`src/rtl/swd_pkg.sv`:
```
package swd_pkg;

   typedef enum logic [1:0] {
      RA_CTRL = 2'd0,
      RA_SVC  = 2'd1,
      RA_VEC  = 2'd2,
      RA_NONE = 2'd3
   } swd_addr_e;

   // control byte layout
   localparam int B_EN     = 7;
   localparam int B_PRE    = 6;
   localparam int B_SEL_HI = 5;
   localparam int B_SEL_LO = 4;
   localparam int B_XEN    = 3;
   localparam int B_FLAG   = 2;

   typedef struct packed {
      logic       en;
      logic       pre;
      logic [1:0] sel;
      logic       xen;
   } swd_ctrl_t;

endpackage

```
`src/rtl/swd_regs.sv`:
```
module swd_regs
   import swd_pkg::*;
#(
   parameter int         DW      = 8,
   parameter logic [7:0] VEC_RST = 8'h0F
) (
   input  logic          clk,
   input  logic          rst_n,
   input  logic          wr_en,
   input  logic [1:0]    addr,
   input  logic [DW-1:0] wdata,
   input  logic          svc_done,
   input  logic          xack_set,
   output swd_ctrl_t     ctl,
   output logic [2:0]    act_code,
   output logic [DW-1:0] vec,
   output logic          flag,
   output logic [DW-1:0] rdata
);

   logic wr_ctl, wr_vec;
   logic unused_rsvd;

   assign wr_ctl      = wr_en && (addr == RA_CTRL);
   assign wr_vec      = wr_en && (addr == RA_VEC);
   assign unused_rsvd = ^wdata[1:0];

   always_ff @(posedge clk) begin
      if (!rst_n) begin
         ctl      <= '{en: 1'b1, pre: 1'b0, sel: 2'b00, xen: 1'b0};
         act_code <= 3'b000;
         vec      <= VEC_RST;
         flag     <= 1'b0;
      end else begin
         if (wr_ctl)
            ctl <= '{en:  wdata[B_EN],
                     pre: wdata[B_PRE],
                     sel: wdata[B_SEL_HI:B_SEL_LO],
                     xen: wdata[B_XEN]};
         if (wr_vec)
            vec <= wdata;
         if (svc_done)
            act_code <= {ctl.pre, ctl.sel};
         if (xack_set)
            flag <= 1'b1;
         else if (wr_ctl && wdata[B_FLAG])
            flag <= 1'b0;
      end
   end

   always_comb begin
      rdata = '0;
      if (addr == RA_CTRL)
         rdata = {ctl.en, ctl.pre, ctl.sel, ctl.xen, flag, 2'b00};
   end

endmodule

```
`src/rtl/swd_svc.sv`:
```
module swd_svc
   import swd_pkg::*;
#(
   parameter int            DW   = 8,
   parameter logic [DW-1:0] KEY1 = 8'h55,
   parameter logic [DW-1:0] KEY2 = 8'hAA
) (
   input  logic          clk,
   input  logic          rst_n,
   input  logic          wr_en,
   input  logic [1:0]    addr,
   input  logic [DW-1:0] wdata,
   output logic          svc_done
);

   logic armed;
   logic wr_svc;

   assign wr_svc   = wr_en && (addr == RA_SVC);
   assign svc_done = wr_svc && armed && (wdata == KEY2);

   always_ff @(posedge clk) begin
      if (!rst_n)
         armed <= 1'b0;
      else if (wr_svc)
         armed <= (wdata == KEY1);
   end

endmodule

```
`src/rtl/swd_timer.sv`:
```
module swd_timer #(
   parameter int CNT_W    = 28,
   parameter int LO_EXP   = 9,
   parameter int HI_EXP   = 22,
   parameter int EXP_STEP = 2
) (
   input  logic             clk,
   input  logic             rst_n,
   input  logic             en,
   input  logic             xen,
   input  logic [2:0]       code,
   input  logic             svc_done,
   input  logic             iack,
   output logic             irq,
   output logic             xfer_ack,
   output logic [CNT_W-1:0] cnt
);

   localparam int NCODE   = 8;
   localparam int MAX_EXP = HI_EXP + 3 * EXP_STEP;

   if (MAX_EXP > CNT_W) begin : g_bad_width
      $error("swd_timer: CNT_W too small for the longest timeout");
   end
   if (LO_EXP < 1 || LO_EXP + 3 * EXP_STEP > HI_EXP) begin : g_bad_exp
      $error("swd_timer: timeout exponents out of order");
   end

   logic [CNT_W-1:0] mask_tab [0:NCODE-1];

   for (genvar g = 0; g < NCODE; g++) begin : g_mask
      localparam int E = ((g >= 4) ? HI_EXP : LO_EXP) + EXP_STEP * (g % 4);
      assign mask_tab[g] = {CNT_W{1'b1}} >> (CNT_W - E);
   end

   logic restart, term;

   assign restart = svc_done || (iack && irq);
   assign term    = en && (cnt == mask_tab[code]) && !restart;

   always_ff @(posedge clk) begin
      if (!rst_n) begin
         cnt      <= '0;
         irq      <= 1'b0;
         xfer_ack <= 1'b0;
      end else begin
         xfer_ack <= 1'b0;
         if (restart || term)
            cnt <= '0;
         else if (en)
            cnt <= cnt + CNT_W'(1);
         if (iack && irq)
            irq <= 1'b0;
         else if (term) begin
            if (!irq)
               irq <= 1'b1;
            else if (xen)
               xfer_ack <= 1'b1;
         end
      end
   end

endmodule

```
`src/rtl/swd_watchdog.sv`:
```
module swd_watchdog
   import swd_pkg::*;
#(
   parameter int         CNT_W    = 28,
   parameter int         LO_EXP   = 9,
   parameter int         HI_EXP   = 22,
   parameter int         EXP_STEP = 2,
   parameter logic [7:0] VEC_RST  = 8'h0F
) (
   input  logic       clk,
   input  logic       rst_n,
   input  logic       wr_en,
   input  logic [1:0] addr,
   input  logic [7:0] wdata,
   output logic [7:0] rdata,
   input  logic       iack,
   output logic [7:0] iack_vec,
   output logic       irq,
   output logic       xfer_ack
);

   localparam int DW = 8;

   swd_ctrl_t        ctl;
   logic [2:0]       act_code;
   logic [DW-1:0]    vec;
   logic             flag_q;
   logic             svc_done;
   logic             ctl_en;
   logic [CNT_W-1:0] cnt;

   assign ctl_en = ctl.en;

   swd_regs #(.DW(DW), .VEC_RST(VEC_RST)) u_regs (
      .clk      (clk),
      .rst_n    (rst_n),
      .wr_en    (wr_en),
      .addr     (addr),
      .wdata    (wdata),
      .svc_done (svc_done),
      .xack_set (xfer_ack),
      .ctl      (ctl),
      .act_code (act_code),
      .vec      (vec),
      .flag     (flag_q),
      .rdata    (rdata)
   );

   swd_svc #(.DW(DW)) u_svc (
      .clk      (clk),
      .rst_n    (rst_n),
      .wr_en    (wr_en),
      .addr     (addr),
      .wdata    (wdata),
      .svc_done (svc_done)
   );

   swd_timer #(
      .CNT_W    (CNT_W),
      .LO_EXP   (LO_EXP),
      .HI_EXP   (HI_EXP),
      .EXP_STEP (EXP_STEP)
   ) u_timer (
      .clk      (clk),
      .rst_n    (rst_n),
      .en       (ctl_en),
      .xen      (ctl.xen),
      .code     (act_code),
      .svc_done (svc_done),
      .iack     (iack),
      .irq      (irq),
      .xfer_ack (xfer_ack),
      .cnt      (cnt)
   );

   assign iack_vec = iack ? vec : '0;

endmodule

```
`config.mk`:
```
export PLATFORM = sky130hd
export DESIGN_NAME = swd_watchdog
export DESIGN_NICKNAME = d
export VERILOG_FILES = /design/src/rtl/swd_pkg.sv /design/src/rtl/swd_regs.sv /design/src/rtl/swd_svc.sv /design/src/rtl/swd_timer.sv /design/src/rtl/swd_watchdog.sv
export SDC_FILE = /design/constraint.sdc
export NUM_CORES = 1
export LEC_CHECK = 0
export BUFFER_PORTS_ARGS = -buffer_cell sky130_fd_sc_hd__buf_2
export CORE_UTILIZATION = 50
export DETAILED_ROUTE_END_ITERATION = 8
export GPL_TIMING_DRIVEN = 0
export MAX_ROUTING_LAYER = met4
export PLACE_DENSITY_LB_ADDON = 0.15
export SLEW_MARGIN = 0
export SYNTH_ARGS = -nofsm -noshare
export SYNTH_HDL_FRONTEND = slang
export SYNTH_SLANG_ARGS = --single-unit
```
`constraint.sdc`:
```
create_clock -name clk -period 4 [get_ports clk]
set_input_delay 0.8 -clock clk [delete_from_list [all_inputs] [get_ports clk]]
set_output_delay 0.8 -clock clk [all_outputs]
set_load 0.01 [all_outputs]
```
## Word-level counts from Yosys, hierarchy flattened

Memory sizes are Yosys's and may differ from the RTL's.
Cells that the tools add are included.
W data, S select, Z words.

| word-level totals | value |
|---|---|
| bits in read-only memories | 224 |
| memories kept | 1 |
| bits in latches | 0 |
| register bits | 48 |
| output and inout port bits | 18 |
| bits in writable memories | 0 |

| cells by class | value |
|---|---|
| reduce and logical (&&, ||, !) cells | 17 |
| equality and inequality tests | 5 |
| order comparisons | 1 |
| $add $sub $neg | 1 |
| multipliers | 0 |
| bitwise gates (word level) | 4 |
| div/mod/pow operators | 0 |
| shift-type cells | 0 |
| mux-type cells | 7 |

Memory list:

| name | words | width | rd ports | clocked after Yosys merged registers in | write ports | RTL line | text |
|---|---|---|---|---|---|---|---|
| (no name shown) | 8 | 28 | 1 | 0 | 0 | swd_timer.sv:39 | `assign term = en && (cnt == mask_tab[code]) && !restart;` |

Operator list:

| cell | number |
|---|---|
| $mux W28 | 2 |
| $add A28 B1 Y28 const B | 1 |
| $eq A28 B28 Y1 | 1 |
| $mux W8 | 2 |
| $logic_and A1 B1 Y1 | 9 |
| $eq A8 B7 Y1 const B | 1 |
| $eq A8 B8 Y1 const B | 1 |
| $ge A4 B4 Y1 const B | 1 |
| $not A3 Y4 | 1 |
| $reduce_or A2 Y1 | 2 |
| $reduce_or A4 Y1 | 1 |
| $mux W1 | 3 |
| $not A1 Y1 | 3 |
| $eq A2 B1 Y1 const B | 1 |
| $eq A2 B2 Y1 const B | 1 |
| $logic_not A2 Y1 | 1 |
| $logic_or A1 B1 Y1 | 2 |
| $reduce_bool A2 Y1 | 1 |
| $logic_not A1 Y1 | 1 |

## Logic depth before layout (Yosys ltp)

Gate-level depths: netlist (run 1).

| depth | value |
|---|---|
| word-level depth | 9 |
| mapped depth | 7 |
| mapped depth without buffers | 6 |

## Cells and area by module

Synthesis (run 1) repeated with hierarchy kept, for this count alone.

| unflattened totals | value |
|---|---|
| cell total of the unflattened synthesis | 285 |
| area total of the unflattened synthesis | 2497.4 um2 |

By module, submodules not included:

| module | times used | area an instance (um2) | cells each |
|---|---|---|---|
| swd_timer | 1 | 1580.3 | 186 |
| swd_regs | 1 | 757.0 | 80 |
| swd_svc | 1 | 110.1 | 11 |
| swd_watchdog | 1 | 50.0 | 8 |

## Least setup slack after synthesis (run 1)

Ideal clock, no wire load.

| path | value |
|---|---|
| kind | input to register |
| start point | input wdata[2] |
| end point | register u_timer.cnt[15] |
| slack | 1.640 ns |
| cell stages on the path | 6 |
| arrival | 2.245 ns |
| buffers on the path | 1 |
| library setup time | 0.115 ns |
| data required time | 3.885 ns |
| cells stage by stage | or2_0 -> nor4_1 -> nor2_1 -> o41ai_4 -> buf_6 -> nor2_1 |

| on the way | value |
|---|---|
| word-level cells in the longest chain between the ends | 7 |

RTL lines:

| element | RTL line | text |
|---|---|---|
| start, declared | swd_watchdog.sv:14 | `input logic [7:0] wdata,` |
| $eq A8 B8 Y1 (*) | swd_svc.sv:20 | `assign svc_done = wr_svc && armed && (wdata == KEY2);` |
| $logic_and A1 B1 Y1 (*) | swd_svc.sv:20 |  |
| $logic_or A1 B1 Y1 (*) | swd_timer.sv:38 | `assign restart = svc_done \|\| (iack && irq);` |
| $logic_not A1 Y1 | swd_timer.sv:39 |  |
| $logic_and A1 B1 Y1 | swd_timer.sv:39 |  |
| $logic_or A1 B1 Y1 (*) | swd_timer.sv:48 | `if (restart \|\| term)` |
| $reduce_or A2 Y1 (no source line) (*) | n/a |  |
| end signal, assigned | swd_timer.sv:51 | `cnt <= cnt + CNT_W'(1);` |
| end, declared | swd_timer.sv:16 | `output logic [CNT_W-1:0] cnt` |

Every way passes the cells marked *; elsewhere a longest branch is shown, timed or not.
A chain may end at the register's enable or synchronous reset.

## Worst setup path in the final report (run 1)

| path | value |
|---|---|
| start point | input wdata[2] |
| end point | register u_timer.cnt[22] |

The elaborated chain is that of the path after synthesis.

==> flow_summary_export.csv, run 1 <==
group,metric,value,unit
die,core_area,0.00444,mm2
yosys,synth_mux_area_frac,0.0553,
yosys,synth_seq_cells,48,
worst_setup_path,rr_worst_depth,7,
route,via_per_inst,5.41,
power_and_ir_drop,p_per_area,323,mW/mm2
yosys,synth_top_family_by_area,"simple AND/OR/NAND/NOR gates",
clocking,ctsResizeCount,0,
yosys,synth_top_cell_area_share,0.408,
route,drc,0,
power_and_ir_drop,p_leak,1.08,nW
timing,slew-limit-headroom,0.339,
die,rows,24,
yosys,yosysWarnings,0,
run,drv_cap,0,
placement,dp_hpwl,3560,um
yosys,synth_top_cells_by_count,"dfxtp_1, nor2_1, nand2_1",
yosys,synth-edff-count,0,
power_and_ir_drop,vdd_drop_max,0.000214,V
yosys,synth.most_common_cell,"dfxtp_1",
global_route,grt.total_usage,0.213,
clocking,insertion_delay,0.31,ns
worst_setup_path,arrival,2.66,ns
placement,portBuffers,29,
clocking,cts_tree,"yes",
die,dieArea,0.00499,mm2
timing,finalHoldViolations,0,
cells_and_area,diodes,0,
clocking,cts_setup_buffers,0,
global_route,grt_pass1_vias,1827,
clocking,clk_path_buf_depth,2,
timing,rsz0062_at_grt,"no",
route,antenna_left,0,
min_path,worstHoldPathCells,2,
timing,timing.hold.ws,0.477,ns
clocking,cts_root_buffer,"clkbuf_8",
timing,slew_violations,0,
yosys,yosys-top-cells-area,"dfxtp_1, xor2_1, nor2_1, mux2i_1, nand2_1",
clocking,hold_buffers,0,
route,post_drt_wl_per_cell,13.1,um
timing,tns,0,ns
cells_and_area,area_delta_synth_final,13.2,%
timing,worstMarginPinSlew,0.982,ns
yosys,synth_area,0.00235,mm2
worst_setup_path,crit_type,"primary input to register",
global_route,grt_pass1_wl,8070,um
worst_setup_path,crit_required,4.20,ns
cells_and_area,layout.nets,325,
global_route,overflow,0,
global_route,grt_max_degree,16,
timing,max_freq,407,MHz
route,wirelength,4740,um
timing,fin_ws,1.54,ns
yosys,synth_top_cell_by_area,"dfxtp_1",
clocking,cts.sinks,48,
yosys,async_flop_share,0,
timing,fin_skew,0.00797,ns
placement,place_congestion,0.782,
cells_and_area,drive_above_1_share,0.167,
clocking,cts_max_level,2,
yosys,synth_fa_ha_area_frac,0.00531,
worst_setup_path,crit_fanout,10,
worst_setup_path,cp-end-kind,"register",
die,initial_utilization,0.530,
timing,finalCriticalPeriod,2.46,ns
placement,dp_slack,1.17,ns
clocking,cts_buffers,5,
clocking,path_clk_slew,0.09,ns
worst_setup_path,cp-start-kind,"primary input",
yosys,yosys.area_share.simple,0.317,
global_route,antenna_found_initial,0,
outcome,status,"complete, no violations",
yosys,synth_compound_area_frac,0.0786,
yosys,synth_cells,273,
die,die_h,70.6,um
route,drtIter0Drc,139,
timing,period_share,0.614,
timing,setup_viol,0,
yosys,ys.flop_type,"dfxtp_1",
route,num_vias,1965,
route,firstDrtPassIters,4,
yosys,synth_xor_area_frac,0.100,
yosys,synth_cell_type_count,41,
die,die_w,70.6,um
yosys,ys_seq_area_frac,0.408,
cells_and_area,fillCellCount,426,
yosys,avgSynthCellArea,8.63,um2
die,ios,32,
min_path,worstHoldPathType,"register to register",
[critical path, cell delays in order]
cell and delay [ns]:
buf_2 0.12, or2_0 0.21, nor4_1 0.85, nor2_1 0.21, o41ai_4 0.18, buf_6 0.23, nor2_1 0.05
[registers in the layout, summed over array words and instances (netlist names)]
name	flops
u_regs.act_code	3
u_regs.ctl	5
u_regs.flag	1
u_regs.vec	8
u_svc.armed	1
u_timer.cnt	28
u_timer.irq	1
u_timer.xfer_ack	1
[metrics by stage]
stage               instances  area, um2  total power [W]   util
finish                    363       2670         0.000862  0.600
global route              363       2670         0.000903  0.600
CTS                       363       2670         0.000869  0.600
detailed placement        355       2570         0.000565  0.578
global placement          355       2570         0.000563  0.578
floorplan                 274       2360         0.000541      -
[placed cells by master (no fill, tap or decap), types with 5 or more instances in the layout]
cell | netlist | final
and2_1 | 18 | 18
xnor2_1 | 6 | 6
nand2_1 | 33 | 33
nor2_1 | 39 | 39
buf_2 | 3 | 32
mux2i_1 | 13 | 13
xor2_1 | 21 | 21
nand3_1 | 14 | 14
nor4_1 | 5 | 5
clkbuf_8 | 0 | 6
dfxtp_1 | 48 | 48
nor2b_1 | 8 | 8
nand4_1 | 12 | 12
[area by class of cell]
| type | count | area, um2 | area share |
|---|---|---|---|
| multi-input cells | 212 | 1320 | 0.495 |
| clock inverters | 2 | 15.0 | 0.00563 |
| repair buffers | 29 | 145 | 0.0544 |
| clock buffers | 6 | 82.6 | 0.0310 |
| well taps | 52 | 65.1 | 0.0244 |
| inverters | 3 | 11.3 | 0.00422 |
| plain buffers | 11 | 67.6 | 0.0253 |
| flip-flops and latches | 48 | 961 | 0.360 |
[layer usage]
| layer | GRT usage | share of wire | wire length (um) | vias to the layer above |
|---|---|---|---|---|
| met5 | - | 0 | 0 | - |
| met4 | 0.0867 | 0.017 | 81 | 0 |
| li1 | - | - | - | 999 |
| met3 | 0.0427 | 0.036 | 173 | 8 |
| met2 | 0.368 | 0.49 | 2320 | 41 |
| met1 | 0.243 | 0.46 | 2170 | 917 |
[kinds of logic (layout without fill, tap and decap cells)]
group,after synthesis,after routing
buffers and inverters,14,51
adders and majority gates,1,1
and+or+nand+nor,149,149
muxes,13,13
other,1,2
DFF,48,48
AOI/OAI and AO/OA,20,20
xor gates and xnor gates,27,27
[final timing paths]
| kind | start | endpoint | slack (ns) |
|---|---|---|---|
| min reg2reg | u_regs.ctl[3] | u_regs.ctl[3] | 0.48 |
| min | u_regs.ctl[3] | u_regs.ctl[3] | 0.48 |
| max | wdata[2] | u_timer.cnt[22] | 1.54 |
| max reg2reg | u_timer.cnt[0] | u_timer.cnt[22] | 1.69 |
[power by group]
| part | internal [W] | switching [W] | leakage (nW) | total, W |
|---|---|---|---|---|
| clock | 0.000140 | 0.000168 | 0.0434 | 0.000309 |
| combinational | 0.0000281 | 0.0000336 | 0.647 | 0.0000617 |
| sequential | 0.000486 | 0.00000539 | 0.388 | 0.000491 |
No activity file was read; power rests on OpenSTA's default activity.
==> run 2, diff against run 1 <==
ABC_AREA = 1   (was not set)
clock period = 2.6 ns   (was 4 ns; I/O delays follow)
==> run 2 against run 1 <==
Net effect: sequential power rose by 56%; global-route usage rose by 2.7 points; synthesized area rose by 13%; routed wire length rose by 25%; worst setup slack got worse by 0.84 ns; hold slack barely moved; largest cell class unchanged.
==> flow_summary_export.csv, run 2 <==
group,metric,value,unit
yosys,ys_seq_area_frac,0.362,
clocking,cts_tree,"yes",
yosys,synth-edff-count,0,
route,wirelength,5940,um
yosys,avgSynthCellArea,6.51,um2
die,core_area,0.00511,mm2
clocking,path_clk_slew,0.09,ns
yosys,ys.flop_type,"dfxtp_1",
cells_and_area,top_regs,"u_timer.cnt x28, u_regs.vec x8, u_regs.ctl x5",
timing,fin_skew,0.00414,ns
timing,period_share,0.731,
power_and_ir_drop,totalPowerFinal,0.00141,W
timing,max_freq,526,MHz
worst_setup_path,slowest_stage,"dfxtp_1",
die,die_h,74.8,um
clocking,cts_max_level,2,
cells_and_area,mostFrequentLayoutCells,"nand2_1, nor2_1, inv_1",
power_and_ir_drop,p_leak,1.40,nW
cells_and_area,final_common_cell,"nand2_1",
yosys,synth.most_common_cell,"nand2_1",
run,drv_cap,0,
cells_and_area,area_delta_synth_final,12.9,%
clocking,clk_path_buf_depth,2,
worst_setup_path,cp-end-kind,"register",
timing,fin_ws,0.699,ns
die,ios,32,
timing,rsz0062_at_grt,"no",
worst_setup_path,slowest_delay,0.45,ns
clocking,ctsResizeCount,0,
timing,timing.hold.ws,0.477,ns
route,firstDrtPassIters,6,
worst_setup_path,crit_chain,"ha_1, nand3_1, nor2_1, nand3_1, nor2_1, nand3_2, nand2_4, buf_6, nor2_1",
yosys,synth_area,0.00265,mm2
clocking,insertion_delay,0.30,ns
clocking,cts_setup_buffers,0,
placement,dp_slack,0.638,ns
outcome,status,"complete, no violations",
cells_and_area,layout.nets,458,
yosys,yosys-top-cells-area,"dfxtp_1, nand2_1, nor2_1, inv_1, nand3_1",
global_route,overflow,0,
die,die_w,74.8,um
global_route,grt.total_usage,0.240,
route,post_drt_wl_per_cell,11.5,um
route,via_per_inst,4.86,
timing,tns,0,ns
cells_and_area,drive_above_1_share,0.117,
yosys,synth_top_cells_by_count,"nand2_1, nor2_1, inv_1",
cells_and_area,largest_reg_flops,28,
placement,portBuffers,28,
worst_setup_path,crit_fanout,10,
yosys,yosysWarnings,0,
route,antenna_left,0,
route,drtIter0Drc,126,
yosys,synth_cell_type_count,29,
timing,finalCriticalPeriod,1.90,ns
global_route,grt_pass1_vias,2363,
clocking,cts.sinks,48,
die,initial_utilization,0.519,
yosys,async_flop_share,0,
global_route,grt_pass1_wl,10000,um
die,dieArea,0.00560,mm2
yosys,synth_cells,407,
cells_and_area,regMostFlops,"u_timer.cnt",
clocking,hold_buffers,0,
worst_setup_path,arrival,2.10,ns
global_route,grt_max_degree,16,
worst_setup_path,crit_type,"register to register",
yosys,synth_seq_cells,48,
cells_and_area,utilization,0.586,
worst_setup_path,cp-start-kind,"register",
placement,place_congestion,0.883,
yosys,synth_top_cell_by_area,"dfxtp_1",
timing,slew_violations,0,
cells_and_area,diodes,0,
power_and_ir_drop,p_per_area,473,mW/mm2
timing,finalHoldViolations,0,
global_route,antenna_found_initial,0,
timing,setup_viol,0,
placement,dp_hpwl,4600,um
die,rows,26,
yosys,synth_top_cell_area_share,0.362,
worst_setup_path,path_common_cell,"nor2_1",
min_path,worstHoldPathType,"register to register",
route,num_vias,2498,
route,drc,0,
clocking,cts_buffers,5,
clocking,cts_root_buffer,"clkbuf_8",
power_and_ir_drop,vdd_drop_max,0.000338,V
worst_setup_path,crit_required,2.80,ns
==> run 2: cell count changes after synthesis, sizes merged, moves of 5 or more <==
cell    previous run  this run
nand2             33        92
o21ai              3        18
o211ai             0         5
mux2i             13         1
nor3               4        11
inv                3        66
nand3             14        32
a21oi              3        13
and2              18         0
xor2              21        16
nor2b              8         0
nor2              40        75
==> run 2: kinds of logic after synthesis <==
| logic type | Yosys count | share of synthesized area |
|---|---|---|
| and+or+nand+nor | 223 | 0.367 |
| buffers and inverters | 75 | 0.116 |
| DFF | 48 | 0.362 |
| AOI/OAI and AO/OA | 36 | 0.0727 |
| xor gates and xnor gates | 22 | 0.0727 |
| adders and majority gates | 1 | 0.00472 |
| other | 1 | 0.00141 |
| muxes | 1 | 0.00378 |
==> run 2: layer usage <==
| layer | up-vias | wire length [um] | GRT usage |
|---|---|---|---|
| li1 | 1330 | - | - |
| met1 | 1114 | 2880 | 0.294 |
| met2 | 47 | 2760 | 0.414 |
| met3 | 7 | 209 | 0.0295 |
| met4 | 0 | 81 | 0.0671 |
| met5 | - | 0 | - |
==> run 2: through the flow <==
stage / instances / instance area (um2)
floorplan: 408 / 2660
global placement: 506 / 2880
detailed placement: 506 / 2880
CTS: 514 / 2990
global route: 514 / 2990
finish: 514 / 2990
==> run 2: layout make-up <==
class / instances / area, um2
fillers: 498 / 2110
multi-input cells: 285 / 1390
flip-flops and latches: 48 / 961
inverters: 67 / 251
repair buffers: 28 / 140
well taps: 70 / 87.6
clock buffers: 5 / 68.8
plain buffers: 8 / 55.1
clock inverters: 3 / 42.5
==> run 2: worst max-delay path: cells and delay by family (launching register included) <==
family	cells	cell delay, ns
buf+inv	1	0.16
flops	1	0.45
simple gates	7	0.97
fa+ha+maj	1	0.21
==> run 2: final timing paths <==
kind	from	end	slack, ns	cells after the start
setup / recovery	u_timer.cnt[0]	u_timer.cnt[15]	0.70	9
hold / removal	u_timer.xfer_ack	u_regs.flag	0.48	2
setup reg to reg	u_timer.cnt[0]	u_timer.cnt[15]	0.70	9
hold reg to reg	u_timer.xfer_ack	u_regs.flag	0.48	2
==> run 2: report_power, final <==
part	total, W	internal [W]	switching, W
registers	0.000764	0.000751	0.0000127
clock network	0.000547	0.000285	0.000262
logic	0.000104	0.0000403	0.0000639
total	0.00141	0.00108	0.000339
==> run 3, diff against run 2 <==
ABC_AREA = 0   (was 1)
clock period = 1.55 ns   (was 2.6 ns; I/O delays follow)
==> run 3 against run 2 <==
Net effect: largest cell class unchanged; final cell count shrank 25%; flip-flop and latch count did not move; register-to-register slack worse by 1.2 ns; critical path depth fell by 2; sequential share of layout area rose by 0.36 points; critical endpoint is now u_timer.cnt[27]; the run now ends with negative setup slack left.
==> flow_summary_export.csv, run 3 (synthesis gave the netlist of run 1 again) <==
group,metric,value,unit
power_and_ir_drop,p_comb_frac,0.078,
cells_and_area,mostFrequentLayoutCells,"dfxtp_1, nand2_1, nor2_1",
die,core_area,0.00444,mm2
clocking,cts_max_level,2,
die,die_h,70.6,um
placement,place_congestion,0.835,
timing,rsz0062_at_grt,"yes",
cells_and_area,instances_no_fill,383,
die,initial_utilization,0.530,
clocking,cts.sinks,48,
worst_setup_path,arrival,2.28,ns
route,antenna_left,0,
power_and_ir_drop,p_per_area,799,mW/mm2
min_path,worstHoldPathCells,3,
clocking,hold_buffers,0,
worst_setup_path,worstReg2RegEnd,"u_timer.cnt[27]",
global_route,grt.total_usage,0.223,
route,drtIter0Drc,112,
worst_setup_path,cp-end-kind,"register",
power_and_ir_drop,p_leak,1.23,nW
timing,finalCriticalPeriod,2.09,ns
cells_and_area,utilization,0.675,
clocking,cts_root_buffer,"clkbuf_8",
power_and_ir_drop,power.switching,0.000525,W
worst_setup_path,cp-start-kind,"register",
placement,place_inst,355,
placement,portBuffers,29,
route,via_per_inst,5.45,
timing,max_freq,478,MHz
power_and_ir_drop,p_sw_frac,0.219,
worst_setup_path,crit_type,"register to register",
worst_setup_path,slowest_delay,0.51,ns
clocking,path_clk_slew,0.09,ns
worst_setup_path,crit_fanout,5,
cells_and_area,top_regs,"u_timer.cnt x28, u_regs.vec x8, u_regs.ctl x5",
min_path,worstHoldStart,"wdata[0]",
timing,timing.hold.ws,0.256,ns
timing,worstMarginPinSlew,0.625,ns
cells_and_area,drive_above_1_share,0.287,
die,dieArea,0.00499,mm2
route,drc,0,
die,die_w,70.6,um
cells_and_area,largest_reg_flops,28,
timing,setup_viol,27,
global_route,overflow,0,
global_route,grt_pass1_vias,1880,
clocking,insertion_delay,0.29,ns
outcome,status,"finished with violations",
cells_and_area,final_common_cell,"dfxtp_1",
worst_setup_path,rr_worst_depth,7,
route,num_vias,2088,
outcome,violations,"negative setup slack",
route,firstDrtPassIters,4,
route,wirelength,5230,um
placement,dp_hpwl,3550,um
timing,fin_skew,0.0114,ns
worst_setup_path,slowest_stage,"o41ai_4",
power_and_ir_drop,p_int,0.00187,W
timing,period_share,1.35,
die,rows,24,
timing,tns,-10.25,ns
min_path,worstHoldPathType,"primary input to register",
clocking,cts_tree,"yes",
min_path,min_to,"u_regs.vec[0]",
route,post_drt_wl_per_cell,13.6,um
run,drv_cap,0,
timing,finalHoldViolations,0,
worst_setup_path,crit_chain,"buf_6, a211o_1, a2111oi_4, nand2_1, o41ai_4, buf_4, nor2_1",
power_and_ir_drop,p_seq_frac,0.529,
cells_and_area,layout.nets,345,
worst_setup_path,reg2reg_from,"u_regs.act_code[1]",
worst_setup_path,reg2reg_slack,-0.54,ns
timing,slew-limit-headroom,0.579,
cells_and_area,regMostFlops,"u_timer.cnt",
clocking,cts_buffers,5,
timing,fin_ws,-0.543,ns
timing,slew_violations,0,
global_route,antenna_found_initial,0,
cells_and_area,area_delta_synth_final,27.4,%
power_and_ir_drop,p_clk_frac,0.394,
global_route,grt_pass1_wl,8600,um
cells_and_area,diodes,0,
power_and_ir_drop,vdd_drop_max,0.000503,V
clocking,clk_path_buf_depth,2,
die,ios,32,
global_route,grt_max_degree,16,
worst_setup_path,crit_required,1.74,ns
-- run 3: timing repair --
action                     in CTS  in global routing
resized for setup              25                 11
buffers inserted               12                  7
setup endpoints to repair      30                 30
cloned                          1                  0
pin swaps                      29                  5
-- run 3: cell type report --
class | instances | area [um2]
tap | 52 | 65.1
timing repair buffer | 49 | 328
inverter | 3 | 11.3
fill | 387 | 1450
multi-input combinational | 212 | 1420
clock buffer | 6 | 82.6
buffer | 11 | 76.3
sequential | 48 | 973
clock inverter | 2 | 38.8
-- run 3: power groups by stage --
stage / registers [W] / clock network (W) / logic, W
6_report: 0.00127 / 0.000943 / 0.000186
5_1_grt: 0.00127 / 0.00103 / 0.000205
4_1_cts: 0.00127 / 0.000966 / 0.000183
3_5_place_dp: 0.00130 / 0 / 0.000161
3_3_place_gp: 0.00130 / 0 / 0.000159
2_1_floorplan: 0.00129 / 0 / 0.000103
-- run 3: through the flow --
| step | total power (W) | instance area [um2] | worst slack, ns |
|---|---|---|---|
| global placement | 0.00146 | 2580 | -0.779 |
| floorplan | 0.00140 | 2370 | -0.383 |
| CTS | 0.00241 | 2900 | -0.495 |
| finish | 0.00239 | 3000 | -0.543 |
| global route | 0.00251 | 3000 | -0.673 |
| detailed placement | 0.00146 | 2580 | -0.788 |
-- run 3: critical path: cells and delay by family (launching register included) --
kind / cells / cell delay (ns)
compound gates: 3 / 1.10
buf+inv: 2 / 0.35
simple gates: 2 / 0.19
flops: 1 / 0.33
-- run 3: worst max path at each step --
stage | end | start | slack, ns | cells past startpoint
2_1_floorplan | u_timer.cnt[15] | u_regs.act_code[1] | -0.38 | 7
3_3_place_gp | u_timer.cnt[19] | u_timer.cnt[0] | -0.78 | 7
3_5_place_dp | u_timer.cnt[15] | u_timer.cnt[0] | -0.79 | 7
4_1_cts | u_timer.cnt[27] | u_timer.cnt[1] | -0.50 | 7
5_1_grt | u_timer.cnt[27] | u_timer.cnt[15] | -0.67 | 6
6_report | u_timer.cnt[27] | u_regs.act_code[1] | -0.54 | 7
-- run 3: metal layers --
metal  GRT usage  wire length (um)  share of wire
met5           -                 0              0
met4      0.0533                65          0.012
met3      0.0513               255          0.049
met2       0.379              2530           0.48
met1       0.270              2370           0.45
